## src/rtl/rcf_pkg.sv

```systemverilog
package rcf_pkg;

  typedef enum logic [1:0] {
    THR_TWO  = 2'd0,
    THR_FOUR = 2'd1,
    THR_HALF = 2'd2,
    THR_FULL = 2'd3
  } thr_code_e;

  // Block size for a threshold code; the upper two levels scale with depth.
  function automatic int unsigned thr_level(input logic [1:0] code, input int unsigned depth);
    case (thr_code_e'(code))
      THR_TWO:  return 2;
      THR_FOUR: return 4;
      THR_HALF: return depth / 2;
      default:  return depth;
    endcase
  endfunction

endpackage

```

## src/rtl/rcf_store.sv

```systemverilog
module rcf_store #(
  parameter int DW    = 8,
  parameter int DEPTH = 32,
  localparam int AW   = $clog2(DEPTH),
  localparam int CW   = $clog2(DEPTH + 1)
) (
  input  logic          clk,
  input  logic          rst,
  input  logic          wr_en,
  input  logic [DW-1:0] wr_data,
  input  logic          rd_en,
  output logic [DW-1:0] rd_data,
  output logic [CW-1:0] count
);

  logic [DW-1:0] mem [DEPTH];
  logic [AW-1:0] wr_ptr, rd_ptr;

  // storage without reset so it maps onto block RAM
  always_ff @(posedge clk) begin
    if (wr_en) mem[wr_ptr] <= wr_data;
  end

  always_ff @(posedge clk) begin
    if (rst) begin
      wr_ptr  <= '0;
      rd_ptr  <= '0;
      count   <= '0;
      rd_data <= '0;
    end else begin
      if (wr_en) wr_ptr <= wr_ptr + AW'(1);
      if (rd_en) begin
        rd_ptr  <= rd_ptr + AW'(1);
        rd_data <= mem[rd_ptr];
      end
      count <= count + CW'(wr_en) - CW'(rd_en);
    end
  end

  p_no_overflow_r3: assert property (@(posedge clk) disable iff (rst)
    wr_en |-> count < CW'(DEPTH))
    else $error("write accepted into a full queue");

  p_read_nonempty_r1: assert property (@(posedge clk) disable iff (rst)
    rd_en |-> count != '0)
    else $error("read accepted from an empty queue");

endmodule

```

## src/rtl/rcf_term.sv

```systemverilog
module rcf_term #(
  parameter int DW = 8,
  parameter int CW = 6
) (
  input  logic          clk,
  input  logic          rst,
  input  logic          wr_en,
  input  logic [DW-1:0] wr_data,
  input  logic [DW-1:0] term_char,
  input  logic          rd_en,
  input  logic [CW-1:0] count,
  output logic          hold,
  output logic [CW-1:0] left
);

  // Tracks the oldest stored end character: 'left' is its 1-based distance from the head.
  always_ff @(posedge clk) begin
    if (rst) begin
      hold <= 1'b0;
      left <= '0;
    end else if (hold) begin
      if (rd_en) begin
        left <= left - CW'(1);
        if (left == CW'(1)) hold <= 1'b0;
      end
    end else if (wr_en && wr_data == term_char) begin
      hold <= 1'b1;
      left <= count + CW'(1) - CW'(rd_en);
    end
  end

  p_term_in_queue_r6: assert property (@(posedge clk) disable iff (rst)
    hold |-> (left != '0 && left <= count))
    else $error("end-character position outside stored data");

endmodule

```

## src/rtl/rcf_ctrl.sv

```systemverilog
module rcf_ctrl #(
  parameter int CW = 6
) (
  input  logic          clk,
  input  logic          rst,
  input  logic          dma_mode,
  input  logic [CW-1:0] thr,
  input  logic [CW-1:0] count,
  input  logic          term_hold,
  input  logic [CW-1:0] term_left,
  input  logic          rd_en,
  input  logic          drop,
  input  logic          cmd_force,
  input  logic          cmd_release,
  output logic [CW-1:0] byte_count,
  output logic          irq_pf,
  output logic          irq_tc,
  output logic          ovf,
  output logic          dma_req
);

  logic [CW-1:0] bleft, blen, bleft_n, start_len;
  logic          tburst, lock;
  logic          st_term, st_thr, dma_start, int_fire, burst_rd, burst_end;

  always_comb begin
    st_term   = term_hold && (term_left <= thr);
    st_thr    = count >= thr;
    start_len = st_term ? term_left : thr;
    dma_start = dma_mode && bleft == '0 && !lock && !rd_en && (st_term || st_thr);
    int_fire  = !dma_mode && !cmd_release && !irq_pf && !irq_tc && (st_term || st_thr);
    burst_rd  = rd_en && bleft != '0;
    burst_end = burst_rd && bleft == CW'(1) && tburst;
    if (dma_start)     bleft_n = start_len;
    else if (burst_rd) bleft_n = bleft - CW'(1);
    else               bleft_n = bleft;
  end

  always_ff @(posedge clk) begin
    if (rst) begin
      bleft      <= '0;
      blen       <= '0;
      tburst     <= 1'b0;
      lock       <= 1'b0;
      byte_count <= '0;
      irq_pf     <= 1'b0;
      irq_tc     <= 1'b0;
      ovf        <= 1'b0;
      dma_req    <= 1'b0;
    end else begin
      bleft   <= bleft_n;
      dma_req <= bleft_n != '0;
      if (cmd_force) byte_count <= count;
      if (cmd_release) begin
        irq_pf <= 1'b0;
        irq_tc <= 1'b0;
        lock   <= 1'b0;
        ovf    <= 1'b0;
      end
      if (drop) ovf <= 1'b1;
      if (int_fire) begin
        if (st_term) begin
          irq_tc     <= 1'b1;
          byte_count <= term_left;
        end else begin
          irq_pf     <= 1'b1;
          byte_count <= thr;
        end
      end
      if (dma_start) begin
        blen       <= start_len;
        tburst     <= st_term;
        byte_count <= start_len;
      end
      if (burst_end) begin
        irq_tc     <= 1'b1;
        lock       <= 1'b1;
        byte_count <= blen;
      end
    end
  end

  p_req_falls_on_read_r8: assert property (@(posedge clk) disable iff (rst)
    $fell(dma_req) |-> $past(rd_en))
    else $error("DMA request withdrawn without a read");

  p_term_irq_after_read_r9: assert property (@(posedge clk) disable iff (rst)
    $rose(lock) |-> ($past(rd_en) && irq_tc))
    else $error("DMA block closed without final read");

  p_lock_blocks_req_r10: assert property (@(posedge clk) disable iff (rst)
    lock |-> !dma_req)
    else $error("DMA request while locked");

  p_pf_irq_mode_only_r5: assert property (@(posedge clk) disable iff (rst)
    $rose(irq_pf) |-> $past(!dma_mode))
    else $error("pool-full interrupt in DMA mode");

  p_drop_flags_r3: assert property (@(posedge clk) disable iff (rst)
    drop |=> ovf)
    else $error("discarded character not flagged");

endmodule

```

## src/rtl/rx_char_fifo.sv

```systemverilog
module rx_char_fifo
  import rcf_pkg::*;
#(
  parameter int DW    = 8,
  parameter int DEPTH = 32,
  localparam int AW   = $clog2(DEPTH),
  localparam int CW   = $clog2(DEPTH + 1)
) (
  input  logic          clk,
  input  logic          rst,
  input  logic          rx_valid,
  input  logic [DW-1:0] rx_data,
  input  logic          host_rd,
  input  logic [AW:0]   host_addr,
  output logic [DW-1:0] rd_data,
  input  logic          cmd_force,
  input  logic          cmd_release,
  input  logic          cfg_dma_mode,
  input  logic [1:0]    cfg_thresh,
  input  logic [DW-1:0] cfg_term_char,
  output logic          fifo_not_empty,
  output logic [CW-1:0] byte_count,
  output logic          irq_pool_full,
  output logic          irq_term,
  output logic          rx_overrun,
  output logic          dma_req
);

  logic [CW-1:0] count, thr, term_left;
  logic          wr_en, rd_en, drop, term_hold;
  logic          unused_addr_low;

  // all addresses inside the window alias onto the head entry
  assign unused_addr_low = ^host_addr[AW-1:0];
  assign rd_en           = host_rd && !host_addr[AW] && count != '0;
  assign wr_en           = rx_valid && count != CW'(DEPTH);
  assign drop            = rx_valid && count == CW'(DEPTH);
  assign thr             = CW'(thr_level(cfg_thresh, DEPTH));
  assign fifo_not_empty  = count != '0;

  rcf_store #(.DW(DW), .DEPTH(DEPTH)) u_store (
    .clk     (clk),
    .rst     (rst),
    .wr_en   (wr_en),
    .wr_data (rx_data),
    .rd_en   (rd_en),
    .rd_data (rd_data),
    .count   (count)
  );

  rcf_term #(.DW(DW), .CW(CW)) u_term (
    .clk       (clk),
    .rst       (rst),
    .wr_en     (wr_en),
    .wr_data   (rx_data),
    .term_char (cfg_term_char),
    .rd_en     (rd_en),
    .count     (count),
    .hold      (term_hold),
    .left      (term_left)
  );

  rcf_ctrl #(.CW(CW)) u_ctrl (
    .clk         (clk),
    .rst         (rst),
    .dma_mode    (cfg_dma_mode),
    .thr         (thr),
    .count       (count),
    .term_hold   (term_hold),
    .term_left   (term_left),
    .rd_en       (rd_en),
    .drop        (drop),
    .cmd_force   (cmd_force),
    .cmd_release (cmd_release),
    .byte_count  (byte_count),
    .irq_pf      (irq_pool_full),
    .irq_tc      (irq_term),
    .ovf         (rx_overrun),
    .dma_req     (dma_req)
  );

  p_empty_flag_r4: assert property (@(posedge clk) disable iff (rst)
    (rd_en && !wr_en && count == CW'(1)) |=> !fifo_not_empty)
    else $error("not-empty flag stuck after last read");

endmodule

```

## config.mk

```make
export PLATFORM = sky130hd
export DESIGN_NAME = rx_char_fifo
export DESIGN_NICKNAME = d
export VERILOG_FILES = /design/src/rtl/rcf_pkg.sv /design/src/rtl/rcf_store.sv /design/src/rtl/rcf_term.sv /design/src/rtl/rcf_ctrl.sv /design/src/rtl/rx_char_fifo.sv
export SDC_FILE = /design/constraint.sdc
export NUM_CORES = 1
export LEC_CHECK = 0
export CORE_MARGIN = 2
export CORE_UTILIZATION = 55
export DETAILED_ROUTE_END_ITERATION = 10
export DONT_BUFFER_PORTS = 1
export GPL_ROUTABILITY_DRIVEN = 0
export PLACE_DENSITY = 0.8
export SLEW_MARGIN = 5
export SYNTH_ARGS = -nofsm -noshare
export SYNTH_HDL_FRONTEND = slang
export SYNTH_HIERARCHICAL = 1
export SYNTH_SLANG_ARGS = --single-unit
```

## constraint.sdc

```tcl
create_clock -name clk -period 3 [get_ports clk]
set_clock_uncertainty 0.1 [all_clocks]
set_input_delay 0.15 -clock clk [delete_from_list [all_inputs] [get_ports clk]]
set_output_delay 0.15 -clock clk [all_outputs]
set_load 0.1 [all_outputs]
```

==> impl_metrics.py <==
metrics = {
    "yosys": {
        "synth_top_area_cell": "edfxtp_1",
        "synth_xor_area_share_pct": 1.92,
        "synth_top_family_by_area": "multiplexers",
        "ys_seq_area_share_pct": 64.3,
        "synth_most_common_cell": "edfxtp_1",
        "netlist_top_cells_area": "edfxtp_1 56%, dfxtp_1 8.1%, mux4_2 7.9%",
        "synth_compound_area_share_pct": 7.50,
        "ys.flop_type": "edfxtp_1",
        "yosysTopAreaCellShare_pct": 56.3,
        "synth_adder_area_share_pct": 3.26,
        "syn_avg_cell_area_um2": 14.9,
        "synth_cells": 915,
        "yosysUniqueCellTypes": 70,
        "synth.mux.area_fraction_pct": 12.0,
        "synth-seq-cells": 311,
        "synth_edf_count": 256,
        "netlist_top_cells_count": "256 x edfxtp_1, 75 x nor2_1, 55 x dfxtp_1",
        "yosysWarnings": 6,
        "yosys.area_share.simple_pct": 8.21,
        "syn_area_um2": 13700,
        "async_flop_share_pct": 0,
    },
    "power": {
        "vdd_drop_max_mv": 0.552,
        "p_leak_uw": 0.00519,
        "seqPwrFrac_pct": 44.3,
        "combinationalPowerShare_pct": 25.6,
        "powerDensity_nw_per_um2": 743,
        "p_sw_uw": 3530,
        "power.total_uw": 11600,
        "intPower_uw": 8080,
        "clockPowerShare_pct": 30.2,
        "p_sw_share_pct": 30.4,
    },
    "clock_tree": {
        "cts-resized-gates": 0,
        "cts_tree": "done",
        "cts.sinks": 311,
        "cts_root_buf": "clkbuf_16",
        "clock_path_buffers": 3,
        "clk_pin_slew_ns": 0.06,
        "numCtsBuffers": 30,
        "clk_latency_ns": 0.56,
        "htree_num_levels": 1,
    },
    "critical_path": {
        "crit_type": "in -> reg",
        "cp_num_buf_inv": 4,
        "max_stage_delay_ns": 0.64,
        "crit_path_top_delay_cell": "dlygate4sd3_1",
        "crit_arrival_ns": 3.20,
        "critPathLaunchType": "input pin",
        "critPathMostFrequentCell": "dlygate4sd3_1",
        "cp_cell_sequence": "dlygate4sd3_1 > xor2_1 > dlygate4sd3_1 > nor3_2 > dlygate4sd3_1 > nand3_4 > dlygate4sd3_1 > a211oi_1",
        "end_kind": "register",
        "cp_top_family": "buffers and inverters",
        "critPathMaxFanout": 6,
        "required_ns": 3.36,
    },
    "floorplan": {
        "ios": 50,
        "initial_core_util_pct": 56.0,
        "die_area_um2": 26100,
        "fp-row-count": 57,
        "die_h_um": 162,
        "coreArea_um2": 24400,
        "die_x_um": 162,
    },
    "global_routing": {
        "top_usage_layer": "met2",
        "grt_antenna_before_repair": 0,
        "grtUsageTotal_pct": 23.5,
        "gr-usage-met1_pct": 30.6,
        "grt_pass1_vias": 8091,
        "met3_usage_pct": 3.83,
        "grt_pass1_wl_um": 46400,
        "gr-usage-met2_pct": 40.7,
        "grt_remaining_overflow": 0,
        "grt_max_degree": 59,
    },
    "min_path": {
        "hold_path_class": "in -> reg",
    },
    "route": {
        "drt_wl_total_um": 30300,
        "wire_per_inst_um": 22.5,
        "drc_errors": 0,
        "num_vias": 8043,
        "ant_nets": 0,
        "dr.pass1.iters": 7,
        "vias_per_cell": 5.97,
        "dr.first_iter.drc_count": 871,
    },
    "sta": {
        "setup-tns-final_ns": 0,
        "drv_slew": 0,
        "whs_ns": 0.0381,
        "finalCritPeriodShare_pct": 94.7,
        "relSlewSlack_pct": 18.0,
        "period_minus_slack_ns": 2.84,
        "max_slew.worst_pin.slew_ns": 1.23,
        "rsz0062_at_grt": "no",
        "hold_viol_final": 0,
        "setup_viol": 0,
        "max_freq_ghz": 0.352,
    },
    "run": {
        "drv_cap": 0,
    },
    "cells_and_area": {
        "drive_gt1_share_pct": 18.6,
        "nets": 1067,
        "area_growth_pct": 14.3,
    },
    "outcome": {
        "status": "finished, final reports clean",
    },
    "place": {
        "dpl.hpwl_um": 18400,
        "portBuffers": 0,
    },
}
==> power groups by stage <==
stage	Combinational (uW)	Clock [uW]	Sequential [uW]
finish	2970	3500	5140
global route	3210	3710	5170
CTS	2960	3550	5140
detailed placement	2810	0	5240
global placement	2760	0	5220
floorplan	1900	0	5570
==> worst reg2reg max path, cell delays in order (launching register included) <==
cell and delay, ns:
dfxtp_1 0.47, nor2_1 0.11, a21oi_2 0.36, ha_1 0.31, inv_1 0.06, ha_1 0.15
inv_1 0.06, fa_1 0.40, nor2b_1 0.15, o21ai_0 0.11, nor3b_1 0.15, nor3_1 0.18
==> per-stage QoR <==
step | area, um^2 | instances | utilization [%] | setup slack (ns)
after floorplan | 13700 | 921 | - | 0.230
after global placement | 14300 | 1265 | 58.8 | 0.432
after detailed placement | 14300 | 1265 | 58.8 | 0.340
after CTS | 15600 | 1347 | 64.0 | 0.188
after global routing | 15600 | 1347 | 64.0 | 0.0615
final | 15600 | 1348 | 64.0 | 0.158
==> kinds of logic after synthesis <==
family | after synthesis
DFF | 311
and+or+nand+nor | 214
AOI/OAI and AO/OA | 145
muxes | 103
buffers and inverters | 76
adders and majority gates | 35
xor gates and xnor gates | 30
other | 1
==> per-layer routing <==
layer  wire (um)  share of wire [%]  vias up
li1            -                  -     3695
met1       11900                 39     3930
met2       15200                 50      349
met3        2160                7.1       69
met4        1020                3.4        0
met5           0                  0        -
==> final cells by class <==
| cell class | count | area [um^2] |
|---|---|---|
| Multi-Input combinational cell | 534 | 4530 |
| Antenna cell | 1 | 2.50 |
| Timing Repair Buffer | 90 | 846 |
| Clock buffer | 41 | 792 |
| Fill cell | 1687 | 8770 |
| Clock inverter | 13 | 119 |
| Inverter | 34 | 128 |
| Tap cell | 324 | 405 |
| Sequential cell | 311 | 8790 |
==> state kept, by name, summed over array words and instances, names as in the netlist, 5 cells and up <==
signal and count:
u_store/wr_ptr 5, u_ctrl/byte_count 6, u_term/left 6, u_ctrl/blen 6, u_store/rd_ptr 5, u_store/rd_data 8
u_ctrl/bleft 6, u_store/count 6, u_store/mem 256
==> cell usage in the layout, fill, tap and decap left out, types with 26 or more instances in the layout <==
master and instances:
ha_1 34, nor2_1 75, edfxtp_1 256, mux4_2 48
dfxtp_1 52, o22ai_1 26, inv_1 34, mux2i_1 48
buf_4 61, nand2_1 26, clkbuf_16 30, a21oi_1 30
==> final timing paths <==
kind / cells past startpoint / end / from / slack, ns
worst max-delay path: 8 / u_term/left[3] / cfg_term_char[7] / 0.16
worst min register to register: 2 / u_ctrl/lock / u_ctrl/lock / 0.35
worst max register to register: 11 / u_store/count[4] / u_store/count[5] / 0.31
worst min-delay path: 4 / u_ctrl/bleft[2] / cfg_thresh[0] / 0.04
==> what timing repair did <==
action	CTS	global route
hold buffers	28	0
setup buffers	0	0
endpoints found under the hold margin	311	0
Power figures use the tool's default switching activity.
